--- config.mk ---
export PLATFORM = sky130hd
export DESIGN_NAME = snap_capture_unit
export DESIGN_NICKNAME = d
export VERILOG_FILES = /design/src/rtl/snap_pkg.sv /design/src/rtl/snap_trigger.sv /design/src/rtl/snap_hs_fsm.sv /design/src/rtl/snap_shadow_bank.sv /design/src/rtl/snap_capture_unit.sv
export SDC_FILE = /design/constraint.sdc
export NUM_CORES = 1
export LEC_CHECK = 0
export BUFFER_PORTS_ARGS = -buffer_cell sky130_fd_sc_hd__buf_4
export CAP_MARGIN = 20
export CORE_MARGIN = 5
export CORE_UTILIZATION = 30
export DETAILED_ROUTE_END_ITERATION = 12
export PLACE_DENSITY = 0.66
export SLEW_MARGIN = 20
export SYNTH_ARGS = -nofsm -noshare
export SYNTH_HDL_FRONTEND = slang
export SYNTH_SLANG_ARGS = --single-unit
--- constraint.sdc ---
create_clock -name clk -period 1.6 [get_ports clk]
set_input_delay 0 -clock clk [delete_from_list [all_inputs] [get_ports clk]]
set_output_delay 0 -clock clk [all_outputs]
set_load 0.05 [all_outputs]
--- src/rtl/snap_pkg.sv ---
package snap_pkg;
  typedef enum logic {HS_IDLE = 1'b0, HS_HOLD = 1'b1} hs_state_e;
endpackage

--- src/rtl/snap_trigger.sv ---
module snap_trigger #(
  parameter int NUM_CNT   = 5,
  parameter int ADDR_W    = 4,
  parameter int DATA_W    = 32,
  parameter int CTRL_ADDR = 0,
  parameter int CAPT_BIT  = 0
) (
  input  logic [NUM_CNT-1:0] ovf_pulse,
  input  logic [NUM_CNT-1:0] cnt_en,
  input  logic [NUM_CNT-1:0] ovf_cap_en,
  input  logic               wr_en,
  input  logic [ADDR_W-1:0]  wr_addr,
  input  logic [DATA_W-1:0]  wr_data,
  input  logic               hs_start,
  output logic               sw_hit,
  output logic               ovf_hit,
  output logic               cap_fire
);
  localparam logic [ADDR_W-1:0] CTRL_A = ADDR_W'(CTRL_ADDR);

  function automatic logic ovf_qualify(input logic [NUM_CNT-1:0] p,
                                       input logic [NUM_CNT-1:0] e,
                                       input logic [NUM_CNT-1:0] c);
    return |(p & e & c);
  endfunction

  function automatic logic sw_qualify(input logic we, input logic [ADDR_W-1:0] a,
                                      input logic [DATA_W-1:0] d);
    return we && (a == CTRL_A) && d[CAPT_BIT];
  endfunction

  always_comb begin
    sw_hit   = sw_qualify(wr_en, wr_addr, wr_data);
    ovf_hit  = ovf_qualify(ovf_pulse, cnt_en, ovf_cap_en);
    cap_fire = sw_hit | ovf_hit | hs_start;
  end
endmodule

--- src/rtl/snap_hs_fsm.sv ---
module snap_hs_fsm
  import snap_pkg::*;
(
  input  logic clk,
  input  logic rst_n,
  input  logic req,
  output logic start,
  output logic ack
);
  hs_state_e state_q, state_d;

  always_comb begin
    state_d = state_q;
    start   = 1'b0;
    unique case (state_q)
      HS_IDLE: if (req) begin
        start   = 1'b1;
        state_d = HS_HOLD;
      end
      HS_HOLD: if (!req) state_d = HS_IDLE;
      default: state_d = HS_IDLE;
    endcase
  end

  always_ff @(posedge clk) begin
    if (!rst_n) state_q <= HS_IDLE;
    else        state_q <= state_d;
  end

  assign ack = (state_q == HS_HOLD);
endmodule

--- src/rtl/snap_shadow_bank.sv ---
module snap_shadow_bank #(
  parameter int NUM_CNT = 5,
  parameter int CNT_W   = 32
) (
  input  logic                     clk,
  input  logic                     rst_n,
  input  logic                     load,
  input  logic [NUM_CNT*CNT_W-1:0] live,
  output logic [NUM_CNT*CNT_W-1:0] shadow
);
  for (genvar i = 0; i < NUM_CNT; i++) begin : g_slot
    logic [CNT_W-1:0] slot_q;
    always_ff @(posedge clk) begin
      if (!rst_n)    slot_q <= '0;
      else if (load) slot_q <= live[i*CNT_W +: CNT_W];
    end
    assign shadow[i*CNT_W +: CNT_W] = slot_q;
  end
endmodule

--- src/rtl/snap_capture_unit.sv ---
module snap_capture_unit #(
  parameter int NUM_CNT   = 5,
  parameter int CNT_W     = 32,
  parameter int ADDR_W    = 4,
  parameter int DATA_W    = 32,
  parameter int CTRL_ADDR = 0,
  parameter int CAPT_BIT  = 0
) (
  input  logic                     clk,
  input  logic                     rst_n,
  input  logic [NUM_CNT*CNT_W-1:0] cnt_val_flat,
  input  logic [NUM_CNT-1:0]       ovf_pulse,
  input  logic [NUM_CNT-1:0]       cnt_en,
  input  logic [NUM_CNT-1:0]       ovf_cap_en,
  input  logic                     wr_en,
  input  logic [ADDR_W-1:0]        wr_addr,
  input  logic [DATA_W-1:0]        wr_data,
  input  logic                     snap_req,
  output logic                     snap_ack,
  output logic [NUM_CNT*CNT_W-1:0] shadow_flat
);
  logic hs_start;
  logic sw_hit;
  logic ovf_hit;
  logic cap_fire;

  snap_hs_fsm u_hs (
    .clk(clk), .rst_n(rst_n), .req(snap_req), .start(hs_start), .ack(snap_ack)
  );

  snap_trigger #(
    .NUM_CNT(NUM_CNT), .ADDR_W(ADDR_W), .DATA_W(DATA_W),
    .CTRL_ADDR(CTRL_ADDR), .CAPT_BIT(CAPT_BIT)
  ) u_trig (
    .ovf_pulse(ovf_pulse), .cnt_en(cnt_en), .ovf_cap_en(ovf_cap_en),
    .wr_en(wr_en), .wr_addr(wr_addr), .wr_data(wr_data),
    .hs_start(hs_start), .sw_hit(sw_hit), .ovf_hit(ovf_hit), .cap_fire(cap_fire)
  );

  snap_shadow_bank #(.NUM_CNT(NUM_CNT), .CNT_W(CNT_W)) u_bank (
    .clk(clk), .rst_n(rst_n), .load(cap_fire),
    .live(cnt_val_flat), .shadow(shadow_flat)
  );
endmodule

==> results.py <==
metrics = {
    "sta": {
        "finalHoldViolations": 0,
        "finalSetupViolations": 0,
        "rsz0062_at_grt": "no",
        "tightestPinTransition_ps": 457,
        "final.setup.tns_ps": 0,
        "finalClockSkew_ps": 9.58,
        "fmax_mhz": 684,
        "relSlewSlack_pct": 69.5,
        "finalMaxSlewViolations": 0,
        "fin_crit_ps": 1460,
        "layout_worst_path_cycle_share_pct": 91.4,
    },
    "floorplanning": {
        "fp.dieArea_um2": 24500,
        "die_h_um": 157,
        "die-width_um": 157,
        "coreArea_um2": 21100,
        "io_pins": 376,
        "rows": 53,
        "start_util_pct": 30.6,
    },
    "drt": {
        "num_vias": 6501,
        "avgRoutedWirePerCell_um": 14.4,
        "vias_per_cell": 4.37,
        "drt-total-wl_um": 21500,
        "dr.pass1.iters": 4,
        "ant_nets": 0,
        "route.detailed.drc": 0,
        "drt-initial-drc-count": 272,
    },
    "synth": {
        "syn-num-nets": 922,
        "syn_avg_cell_area_um2": 9.12,
        "ys_ff_latch": 161,
        "synthXorXnorAreaFrac_pct": 0,
        "yosys_warnings": 0,
        "synth-adder-area-share_pct": 0,
        "synth_area_um2": 6450,
        "synth_top_family_by_area": "multiplexers",
        "synth.distinct_cells": 16,
        "synthSimpleGateAreaFrac_pct": 19.6,
        "synth_mux_area_share_pct": 24.8,
        "synth-compound-area-share_pct": 0.0776,
        "seq_area_frac_synth_pct": 50.0,
        "syn_inst": 707,
    },
    "clock_tree": {
        "clkSinkCount": 161,
        "cts_setup_buffers": 0,
        "clk_path_buf_depth": 2,
        "clk_pin_slew_worst_paths_ps": 60,
        "cts_max_level": 4,
        "tritoncts": "built",
        "cts-buffers-inserted": 17,
        "clkLatencyLatePin_ps": 420,
        "cts_root_buf": "clkbuf_16",
    },
    "grt": {
        "overflow": 0,
        "grt_pass1_wl_um": 33300,
        "grt_max_degree": 62,
        "grt_pass1_vias": 6792,
        "grt_usage_pct": 16.8,
        "antenna_found_initial": 0,
    },
    "placement": {
        "numPortBuffers": 344,
        "hpwl_um": 14700,
        "routabilityCongestion": 0.805,
    },
    "worst_setup_path": {
        "cp_slowest_cell": "dfxtp_2",
        "crit_chain": "o21ai_1, nor3_4, buf_4, buf_12, mux2i_1",
        "critPathRequiredTime_ps": 1940,
        "slowest_delay_ps": 330,
        "crit_path_start_kind": "flip-flop",
        "cp_max_fo": 26,
        "crit_type": "flip-flop to flip-flop",
        "crit_arrival_ps": 1800,
        "critPathCaptureType": "flip-flop",
    },
    "layout": {
        "layout-drive-gt1-share_pct": 33.1,
        "post-route-util_pct": 54.3,
        "area_growth_pct": 77.7,
        "fin_nets": 1416,
    },
    "hold_path": {
        "hold_class": "primary input to flip-flop",
    },
    "power": {
        "power.density_nw_per_um2": 1030,
        "ir_worst_vdd_mv": 0.641,
        "leakagePower_nw": 5.38,
    },
    "run_status": {
        "status": "complete, no violations",
    },
    "run": {
        "timing.max_cap.violations": 0,
    },
}
layout by cell type, fill, tap and decap left out, types with 2 or more instances in the layout:
cell type	netlist	routed
dlygate4sd3_1	0	161
nand2_1	320	320
clkinv_2	0	2
dfxtp_1	161	160
mux2i_1	160	160
buf_12	0	7
clkinv_4	0	2
nand3_1	5	5
inv_6	0	4
buf_4	7	360
clkbuf_16	0	17
clkinvlp_4	0	6
sequential cells by signal, indices dropped and copies added (netlist names):
register,cells
u_bank.g_slot.slot_q,160
u_hs.ack,1
power breakdown:
group / internal [mW] / switching (mW)
Combinational: 1.41 / 2.08
Clock: 1.99 / 1.74
Sequential: 4.36 / 0.181
final timing paths:
path,from,endpoint,slack [ps],cells past startpoint
min,rst_n,u_bank.g_slot[1].slot_q[13],110,3
max,u_hs.ack,u_bank.g_slot[4].slot_q[1],140,5
max reg2reg,u_hs.ack,u_bank.g_slot[4].slot_q[1],140,5
min reg2reg,u_bank.g_slot[3].slot_q[22],u_bank.g_slot[3].slot_q[22],460,2
kinds of logic after synthesis:
logic type	after synthesis
compound gates	1
buf+inv	55
flops	161
mux	160
simple gates	330
what timing repair did:
action                                  in CTS  in global routing
hold buffers                               161                  0
endpoints found under the setup margin       0                 34
gates resized for setup                      0                  1
hold endpoints to repair                   161                  0
worst max-delay path: cells and delay by family, from the launching register on:
| kind | cells | cell delay [ps] |
|---|---|---|
| DFF | 1 | 330 |
| AOI/OAI and AO/OA | 1 | 90 |
| muxes | 1 | 230 |
| and+or+nand+nor | 1 | 240 |
| buffers and inverters | 2 | 460 |
per-layer routing:
layer  share of wire [%]  GRT usage [%]  vias to the layer above  wire length (um)
met1                  38           17.9                     2991              8240
met4                 3.3           7.31                        0               717
li1                    -              -                     3256                 -
met3                 6.7           4.95                       50              1450
met2                  52           30.7                      204             11100
met5                   0              0                        -                 0
final cells by class:
class | instances | area (um2)
clock inverters | 14 | 108
fillers | 1861 | 9630
inverters | 1 | 3.75
repair buffers | 529 | 4470
clock buffers | 17 | 425
well taps | 275 | 344
flip-flops and latches | 161 | 3220
diodes | 1 | 2.50
multi-input cells | 491 | 2880
per-stage QoR:
stage	power, mW	hold WS (ps)	setup slack [ps]	area [um2]	std cells
detailed placement	7.78	223	48.6	9310	1296
global placement	7.74	227	134	9310	1296
global route	12.3	138	21.0	11500	1488
CTS	11.9	95.8	40.3	11400	1488
floorplan	6.67	122	145	6450	707
finish	11.8	112	137	11500	1489
synth_stat cells, drive strengths merged:
cell       n  share of area, %
nand2    320                19
dfxtp    161                50
mux2i    160                25
clkbuf    35               2.0
buf       19               3.4
nand3      5              0.39
nor3       2              0.23
and2       1             0.097
inv        1             0.058
nand4      1             0.097
nand4bb    1              0.17
o21ai      1             0.078
Power figures use the tool's default switching activity.
